`config.mk`:
```
export PLATFORM = sky130hd
export DESIGN_NAME = pwm_vec_chan
export DESIGN_NICKNAME = d
export VERILOG_FILES = /design/src/rtl/pwm_vec_pkg.sv /design/src/rtl/pwm_vec_ctrl.sv /design/src/rtl/pwm_vec_dp.sv /design/src/rtl/pwm_vec_chan.sv
export SDC_FILE = /design/constraint.sdc
export NUM_CORES = 1
export LEC_CHECK = 0
export ABC_CLOCK_PERIOD_IN_PS = 7250
export BUFFER_PORTS_ARGS = -buffer_cell sky130_fd_sc_hd__buf_4
export CAP_MARGIN = 10
export CORE_AREA = 2 2 157 159
export DETAILED_ROUTE_END_ITERATION = 7
export DIE_AREA = 0 0 159 161
export PLACE_DENSITY = 0.45
export SYNTH_ARGS = -nofsm -noshare
export SYNTH_HDL_FRONTEND = slang
export SYNTH_HIERARCHICAL = 1
export SYNTH_SLANG_ARGS = --single-unit
```
`constraint.sdc`:
```
create_clock -name clk -period 7.25 [get_ports clk]
set_input_delay 0.725 -clock clk [delete_from_list [all_inputs] [get_ports clk]]
set_output_delay 0.725 -clock clk [all_outputs]
set_load 0.01 [all_outputs]
```
`src/rtl/pwm_vec_pkg.sv`:
```
package pwm_vec_pkg;
  localparam int ADDR_W = 2;
  localparam logic [ADDR_W-1:0] ADDR_CFG = 2'd0;
  localparam logic [ADDR_W-1:0] ADDR_PER = 2'd1;
  localparam logic [ADDR_W-1:0] ADDR_PW  = 2'd2;

  typedef struct packed {
    logic tick;
    logic wrPeriod;
    logic wrWidth;
  } pwmStrobe_t;
endpackage

```
`src/rtl/pwm_vec_ctrl.sv`:
```
module pwm_vec_ctrl
  import pwm_vec_pkg::*;
#(
  parameter int DATA_W  = 16,
  parameter int DIV_W   = 8,
  parameter int CHAN_ID = 8
) (
  input  logic              clk,
  input  logic              rst,
  input  logic              wrEn,
  input  logic [ADDR_W-1:0] wrAddr,
  input  logic [DATA_W-1:0] wrData,
  input  logic              irqAck,
  input  logic              periodEnd,
  output pwmStrobe_t        strobe,
  output logic              irqReq,
  output logic [7:0]        vecOut,
  output logic              vecValid,
  output logic [3:0]        arbPrio
);
  localparam logic [5:0] CHAN_NUM = 6'(CHAN_ID);
  localparam int SEL_W = 3;

  logic             cfgDiv3;
  logic [SEL_W-1:0] cfgClkSel;
  logic             cfgIrqEn;
  logic [1:0]       cfgVecBase;
  logic [2:0]       cfgModPrio;
  logic             cfgChanPrio;

  always_ff @(posedge clk) begin
    if (rst) begin
      cfgDiv3     <= 1'b0;
      cfgClkSel   <= '0;
      cfgIrqEn    <= 1'b0;
      cfgVecBase  <= '0;
      cfgModPrio  <= '0;
      cfgChanPrio <= 1'b0;
    end else if (wrEn && wrAddr == ADDR_CFG) begin
      cfgDiv3     <= wrData[0];
      cfgClkSel   <= wrData[3:1];
      cfgIrqEn    <= wrData[4];
      cfgVecBase  <= wrData[6:5];
      cfgModPrio  <= wrData[10:8];
      cfgChanPrio <= wrData[11];
    end
  end

  // base prescaler: divide by 2 or 3
  logic [1:0] baseCnt;
  logic [1:0] baseMax;
  logic       baseTick;
  assign baseMax  = cfgDiv3 ? 2'd2 : 2'd1;
  assign baseTick = (baseCnt >= baseMax);

  always_ff @(posedge clk) begin
    if (rst)           baseCnt <= '0;
    else if (baseTick) baseCnt <= '0;
    else               baseCnt <= baseCnt + 2'd1;
  end

  // ratio table: power-of-two taps, top code jumps to the widest tap
  logic [DIV_W-1:0] ratioM1 [2**SEL_W];
  generate
    for (genvar g = 0; g < 2**SEL_W; g++) begin : g_tap
      if (g == 2**SEL_W - 1) begin : g_top
        assign ratioM1[g] = {DIV_W{1'b1}};
      end else begin : g_pow
        assign ratioM1[g] = DIV_W'((1 << g) - 1);
      end
    end
  endgenerate

  logic [DIV_W-1:0] divCnt;
  logic             divWrap;
  assign divWrap = (divCnt >= ratioM1[cfgClkSel]);

  always_ff @(posedge clk) begin
    if (rst)           divCnt <= '0;
    else if (baseTick) divCnt <= divWrap ? '0 : divCnt + 1'b1;
  end

  always_comb begin
    strobe.tick     = baseTick && divWrap;
    strobe.wrPeriod = wrEn && (wrAddr == ADDR_PER);
    strobe.wrWidth  = wrEn && (wrAddr == ADDR_PW);
  end

  // interrupt flag and vector
  always_ff @(posedge clk) begin
    if (rst)                        irqReq <= 1'b0;
    else if (periodEnd && cfgIrqEn) irqReq <= 1'b1;
    else if (irqAck)                irqReq <= 1'b0;
  end

  always_ff @(posedge clk) begin
    if (rst) begin
      vecValid <= 1'b0;
      vecOut   <= '0;
    end else if (irqAck && irqReq) begin
      vecValid <= 1'b1;
      vecOut   <= {cfgVecBase, CHAN_NUM};
    end else begin
      vecValid <= 1'b0;
      vecOut   <= '0;
    end
  end

  assign arbPrio = {cfgChanPrio, cfgModPrio};

  a_r2_base_spacing: assert property (@(posedge clk) disable iff (rst)
    baseTick |=> !baseTick);
  a_r7_flag_hold: assert property (@(posedge clk) disable iff (rst)
    (irqReq && !irqAck) |=> irqReq);
  a_r8_vec_after_ack: assert property (@(posedge clk) disable iff (rst)
    vecValid |-> $past(irqAck));
  a_r8_vec_chan: assert property (@(posedge clk) disable iff (rst)
    vecValid |-> (vecOut[5:0] == CHAN_NUM));
endmodule

```
`src/rtl/pwm_vec_dp.sv`:
```
module pwm_vec_dp
  import pwm_vec_pkg::*;
#(
  parameter int CNT_W = 16
) (
  input  logic             clk,
  input  logic             rst,
  input  pwmStrobe_t       strobe,
  input  logic [CNT_W-1:0] wrData,
  output logic             pwmOut,
  output logic             periodEnd
);
  logic [CNT_W-1:0] bufPer, bufPw;
  logic [CNT_W-1:0] actPer, actPw;
  logic [CNT_W-1:0] cnt, cntNext;
  logic             atEnd;

  assign atEnd     = (cnt >= actPer);
  assign cntNext   = cnt + 1'b1;
  assign periodEnd = strobe.tick && atEnd && (cnt != '0);

  always_ff @(posedge clk) begin
    if (rst) begin
      bufPer <= '0;
      bufPw  <= '0;
    end else begin
      if (strobe.wrPeriod) bufPer <= wrData;
      if (strobe.wrWidth)  bufPw  <= wrData;
    end
  end

  always_ff @(posedge clk) begin
    if (rst) begin
      cnt    <= '0;
      actPer <= '0;
      actPw  <= '0;
      pwmOut <= 1'b0;
    end else if (strobe.tick) begin
      if (atEnd) begin
        cnt    <= CNT_W'(1);
        actPer <= bufPer;
        actPw  <= bufPw;
        pwmOut <= (bufPw != '0);
      end else begin
        cnt    <= cntNext;
        pwmOut <= (cntNext <= actPw);
      end
    end
  end

  a_r4_cnt_bound: assert property (@(posedge clk) disable iff (rst)
    (actPer != '0) |-> (cnt <= actPer));
  a_r6_out_on_tick: assert property (@(posedge clk) disable iff (rst)
    !strobe.tick |=> $stable(pwmOut));
  a_r5_zero_low: assert property (@(posedge clk) disable iff (rst)
    (strobe.tick && !atEnd && actPw == '0) |=> !pwmOut);
endmodule

```
`src/rtl/pwm_vec_chan.sv`:
```
module pwm_vec_chan
  import pwm_vec_pkg::*;
#(
  parameter int CNT_W   = 16,
  parameter int DIV_W   = 8,
  parameter int CHAN_ID = 8
) (
  input  logic             clk,
  input  logic             rst,
  input  logic             wrEn,
  input  logic [1:0]       wrAddr,
  input  logic [CNT_W-1:0] wrData,
  input  logic             irqAck,
  output logic             pwmOut,
  output logic             irqReq,
  output logic             vecValid,
  output logic [7:0]       vecOut,
  output logic [3:0]       arbPrio
);
  pwmStrobe_t strobe;
  logic       periodEnd;

  pwm_vec_ctrl #(.DATA_W(CNT_W), .DIV_W(DIV_W), .CHAN_ID(CHAN_ID)) u_ctrl (
    .clk(clk), .rst(rst), .wrEn(wrEn), .wrAddr(wrAddr), .wrData(wrData),
    .irqAck(irqAck), .periodEnd(periodEnd), .strobe(strobe),
    .irqReq(irqReq), .vecOut(vecOut), .vecValid(vecValid), .arbPrio(arbPrio)
  );

  pwm_vec_dp #(.CNT_W(CNT_W)) u_dp (
    .clk(clk), .rst(rst), .strobe(strobe), .wrData(wrData),
    .pwmOut(pwmOut), .periodEnd(periodEnd)
  );
endmodule

```
---- Word level (Yosys, flattened, before mapping) ----
Memory sizes are Yosys's and may differ from the RTL's.
Cells that the tools add are included.
word-level totals
  bits in registers ....................... 112
  ROM bits ................................ 64
  memories ................................ 1
memories
  memory           words  width  read ports  clocked after Yosys merged registers in  write ports  line                source
  (no name shown)  8      8      1           0                                        0            pwm_vec_ctrl.sv:76  assign divWrap = (divCnt >= ratioM1[cfgClkSel]);
cells by class
  add/sub/neg operators ................... 3
  $lt $le $gt $ge ......................... 5
  equal/unequal tests ..................... 2
  multiplexer cells ....................... 10
  bitwise logic cells ..................... 2
  reductions and logical operators ........ 15
operators by type and width
  cell                   number
  $reduce_bool 16->1     2
  $mux 8                 3
  $add 16x1->16 const B  1
  $ge 16x16->1           1
  $le 16x16->1           1
  $mux 16                1
  $add 8x1->8 const B    1
  $ge 8x8->1             1
  $logic_and 1x1->1      8
  $ge 4x4->1 const B     1
  $mux 1                 4
  $mux 4                 1
  $not 3->4              1
  $reduce_or 2->1        2
  $add 2x1->2 const B    1
  $eq 2x1->1 const B     1
  $eq 2x2->1 const B     1
  $ge 2x2->1             1
  $logic_not 2->1        1
  $mux 2                 1
  $reduce_and 2->1       1
  $reduce_bool 2->1      1
  $not 1->1              1

---- Longest topological paths before layout ----
  word-level depth ........................ 10
  mapped depth ............................ 13
  gate-level depth less buffers ........... 12

---- Hierarchy ----
Netlist, hierarchy kept.
by module, submodules not included
  module        times used  cells each  area an instance (um^2)  seq. area each (um^2)
  pwm_vec_dp    1           459         4187.8                   1621.6
  pwm_vec_ctrl  1           133         1255.0                   500.5

---- Worst setup path before layout ----
OpenSTA, ideal clock, no wires.
  path type ............................... register to register
  from .................................... reg u_ctrl.cfgClkSel[1]
  to ...................................... reg u_dp.cnt[11]
  library setup time ...................... 0.074 ns
  arrival time ............................ 2.767 ns
  required time ........................... 7.176 ns
  setup slack ............................. 4.409 ns
  cell stages (with the launch flop) ...... 12
  clock period less this slack ............ 2.841 ns
  path through ............................ dfxtp_1 > or3_1 > ha_1 > nand2b_1 > a2111oi_2 > a211o_2 > a31oi_4 > clkbuf_8 > inv_1 > clkbuf_1 > or4_1 > a31oi_1
RTL lines
  item                    line                source
  start, declared         pwm_vec_ctrl.sv:25  logic [SEL_W-1:0] cfgClkSel;
  start signal, assigned  pwm_vec_ctrl.sv:41  cfgClkSel <= wrData[3:1];
  end signal, assigned    pwm_vec_dp.sv:45    cnt <= cntNext;
  end, declared           pwm_vec_dp.sv:15    logic [CNT_W-1:0] cnt, cntNext;

==> flow_metrics.env <==
export IMPL_outcome="finished clean"
export IMPL_min_from="u_ctrl/cfgVecBase[1]$_SDFFE_PP0P_"
export IMPL_dp_cells=920
export IMPL_setup_viol=0
export IMPL_relSlewSlack_pct=46.20
export IMPL_timing_final_ws_setup_ps=3040
export IMPL_powerDensity_mw_per_mm2=267.0
export IMPL_grt_total_usage_pct=10.10
export IMPL_rows=57
export IMPL_cts_hold_buf=0
export IMPL_cts_buffers=9
export IMPL_p_leak_nw=2.437
export IMPL_cts_repair_resized=0
export IMPL_syn_avg_cell_area_um2=9.194
export IMPL_htreeDepth=3
export IMPL_post_cts_buffers=0
export IMPL_dieArea_mm2=0.02560
export IMPL_power_switching_mw=0.5651
export IMPL_synth_area_leaders="dfxtp_1 39%, mux2i_1 14%, ha_1 10%"
export IMPL_peakVddDrop_mv=0.1075
export IMPL_cp_end_kind="flop"
export IMPL_wl_met2_um=5820
export IMPL_clk_latency_ps=360
export IMPL_clock_sinks=106
export IMPL_drc=0
export IMPL_viasPerCell=4.224
export IMPL_start_util_pct=22.71
export IMPL_reg2reg_from="u_ctrl/cfgClkSel[1]$_SDFFE_PP0P_"
export IMPL_area_delta_synth_final_pct=14.32
export IMPL_ys_seq_area_share_pct=38.99
export IMPL_grt_max_degree=69
export IMPL_wl_met1_um=6130
export IMPL_grt_pass1_vias=3791
export IMPL_wl_um=12460
export IMPL_ys_flop_type="dfxtp_1"
export IMPL_multi_input_area_mm2=0.002963
export IMPL_grt_first_pass_wirelength_um=20640
export IMPL_yosysTopAreaCellShare_pct=38.99
export IMPL_maxCapViolCount=0
export IMPL_p_int_mw=1.096
export IMPL_finalHoldViolations=0
export IMPL_async_flop_share_pct=0
export IMPL_pre_cts_slack_ps=2991
export IMPL_p_seq_share_pct=38.6
export IMPL_io_pin_count=37
export IMPL_crit_fanout=27
export IMPL_die_w_um=159
export IMPL_die_height_um=161
export IMPL_io_buffers=31
export IMPL_cts_tree="done"
export IMPL_crit_path_frequent_cell="a31oi_4"
export IMPL_path_cells="or3_1, ha_1, nand2b_1, a2111oi_2, a211o_2, a31oi_4, inv_1, a31oi_4, buf_4, mux2i_1, nor2_1"
export IMPL_netlist_instances=592
export IMPL_antennaDiodeCount=0
export IMPL_worstPathArrival_ps=4430
export IMPL_yosysWarnings=6
export IMPL_wl_per_cell_um=13.33
export IMPL_synth_seq_cells=106
export IMPL_slew_viol_final=0
export IMPL_core_area_mm2=0.02396
export IMPL_ff_latch_area_mm2=0.002122
export IMPL_mostFrequentLayoutCells="106 x dfxtp_1, 85 x nor2_1, 74 x mux2i_1, 45 x ha_1, 42 x inv_1"
export IMPL_required_ps=7470
export IMPL_hpwl_um=8975
export IMPL_finalClockSkew_ps=9.556
export IMPL_max_stage_delay_ps=710
export IMPL_netlist_area_mm2=0.005443
export IMPL_max_freq_ghz=0.2375
export IMPL_whs_ps=467.2
export IMPL_synth_top_area_cell="dfxtp_1"
export IMPL_n_fill_cell=2636
export IMPL_drive_gt1_share_pct=10.97
export IMPL_finalCritPeriodShare_pct=58.07
export IMPL_crit_start="u_ctrl/cfgClkSel[1]$_SDFFE_PP0P_"
export IMPL_pwr_share_clk_pct=30.2
export IMPL_synth_distinct_cells=55
export IMPL_final_common_cell="dfxtp_1"
export IMPL_swShare_pct=34.02
export IMPL_cts_path_max_buffers=2
export IMPL_vias=3949
export IMPL_pwr_share_comb_pct=31.1
export IMPL_synth_edf_count=0
export IMPL_hold_path_class="reg2reg"
export IMPL_final_nets=674
export IMPL_overflow=0
export IMPL_wl_met3_um=332
export IMPL_root_buffer="clkbuf_16"
export IMPL_top_layer="met4"
export IMPL_setup_tns_final_ps=0
export IMPL_drtIter0Drc=200
export IMPL_setup_worst_path_class="reg2reg"
export IMPL_slowest_stage="a31oi_4"
export IMPL_rsz0062_at_grt="no"
export IMPL_finalCriticalPeriod_ps=4210
export IMPL_gp_congestion=0.7636
export IMPL_worstMarginPinSlew_ps=807.0
export IMPL_instances_no_fill=935
export IMPL_antenna_found_initial=0
export IMPL_cts_clk_slew_worst_paths_ps=70
export IMPL_postRouteAntennaNets=0
export IMPL_firstDrtPassIters=4
export IMPL_startpoint_type="flop"
registers in the layout (all words and copies together) (netlist names):
register	cells
u_ctrl/irqReq	1
u_ctrl/vecOut	3
u_ctrl/divCnt	8
u_dp/bufPw	16
u_ctrl/cfgVecBase	2
u_ctrl/cfgChanPrio	1
u_dp/actPw	16
u_dp/pwmOut	1
u_dp/actPer	16
u_dp/cnt	16
u_ctrl/cfgIrqEn	1
u_ctrl/baseCnt	2
u_ctrl/cfgModPrio	3
u_dp/bufPer	16
u_ctrl/cfgDiv3	1
u_ctrl/cfgClkSel	3
power groups by stage:
stage | sequential (mW) | combinational, mW | clock (mW)
global placement | 0.656 | 0.523 | 0
detailed placement | 0.656 | 0.521 | 0
global route | 0.646 | 0.573 | 0.547
finish | 0.642 | 0.517 | 0.502
CTS | 0.642 | 0.527 | 0.529
floorplan | 0.647 | 0.439 | 0
kinds of logic after synthesis:
logic type / Yosys count / share of synthesized area [%]
DFF: 106 / 38.99
adders and majority gates: 45 / 10.34
and+or+nand+nor: 203 / 18.51
xor gates and xnor gates: 25 / 4.023
AOI/OAI and AO/OA: 60 / 7.333
buffers and inverters: 78 / 7.126
other: 1 / 0.06890
muxes: 74 / 13.61
synthesized netlist by cell type (3+ instances only):
| cell | number |
|---|---|
| dfxtp_1 | 106 |
| ha_1 | 45 |
| nor4_1 | 6 |
| buf_4 | 8 |
| buf_2 | 5 |
| a21o_1 | 7 |
| mux2i_1 | 74 |
| nand4_1 | 10 |
| clkbuf_1 | 13 |
| xor2_1 | 14 |
| nand2b_1 | 7 |
| nor2_1 | 85 |
| a211oi_1 | 4 |
| nand3_1 | 17 |
| buf_6 | 5 |
| nand2_1 | 32 |
| a21oi_1 | 26 |
| nand3b_1 | 3 |
| xnor2_1 | 11 |
| and2_1 | 3 |
| inv_1 | 42 |
| o21ai_0 | 8 |
| or4_1 | 4 |
| nor3_1 | 16 |
| a31oi_1 | 3 |
path summary, 6_finish.rpt:
check	to	slack [ps]	cells past startpoint
hold / removal	u_ctrl/vecOut[7]$_SDFF_PP0_	470	1
setup reg to reg	u_dp/actPw[13]$_SDFFE_PP0P_	3040	11
hold reg to reg	u_ctrl/vecOut[7]$_SDFF_PP0_	470	1
setup / recovery	u_dp/actPw[13]$_SDFFE_PP0P_	3040	11
metrics by stage:
stage	utilization (%)	power [mW]	instance area, um^2
final	25.97	1.661	6222
after global placement	24.70	1.179	5918
after CTS	25.97	1.698	6222
after global routing	25.97	1.766	6222
after floorplan	-	1.086	5458
after detailed placement	24.70	1.177	5918
per-layer routing:
layer / GRT usage, % / vias up
li1: - / 2052
met1: 13.55 / 1845
met2: 16.44 / 37
met3: 2.029 / 15
met4: 3.017 / 0
met5: 0 / -
cell type report:
class / count / area share [%]
clock inverter: 4 / 0.8245
tap: 324 / 6.515
inverter: 42 / 2.534
multi-input combinational: 412 / 47.62
clock buffer: 11 / 4.062
sequential: 106 / 34.10
timing repair buffer: 36 / 4.343
worst max-delay path: cells and delay by family (launching register included):
family	cells	cell delay, ps
AOI/OAI and AO/OA	4	1790
adders and majority gates	1	270
buffers and inverters	2	880
DFF	1	360
muxes	1	230
and+or+nand+nor	3	540
No activity file was read; power rests on OpenSTA's default activity.
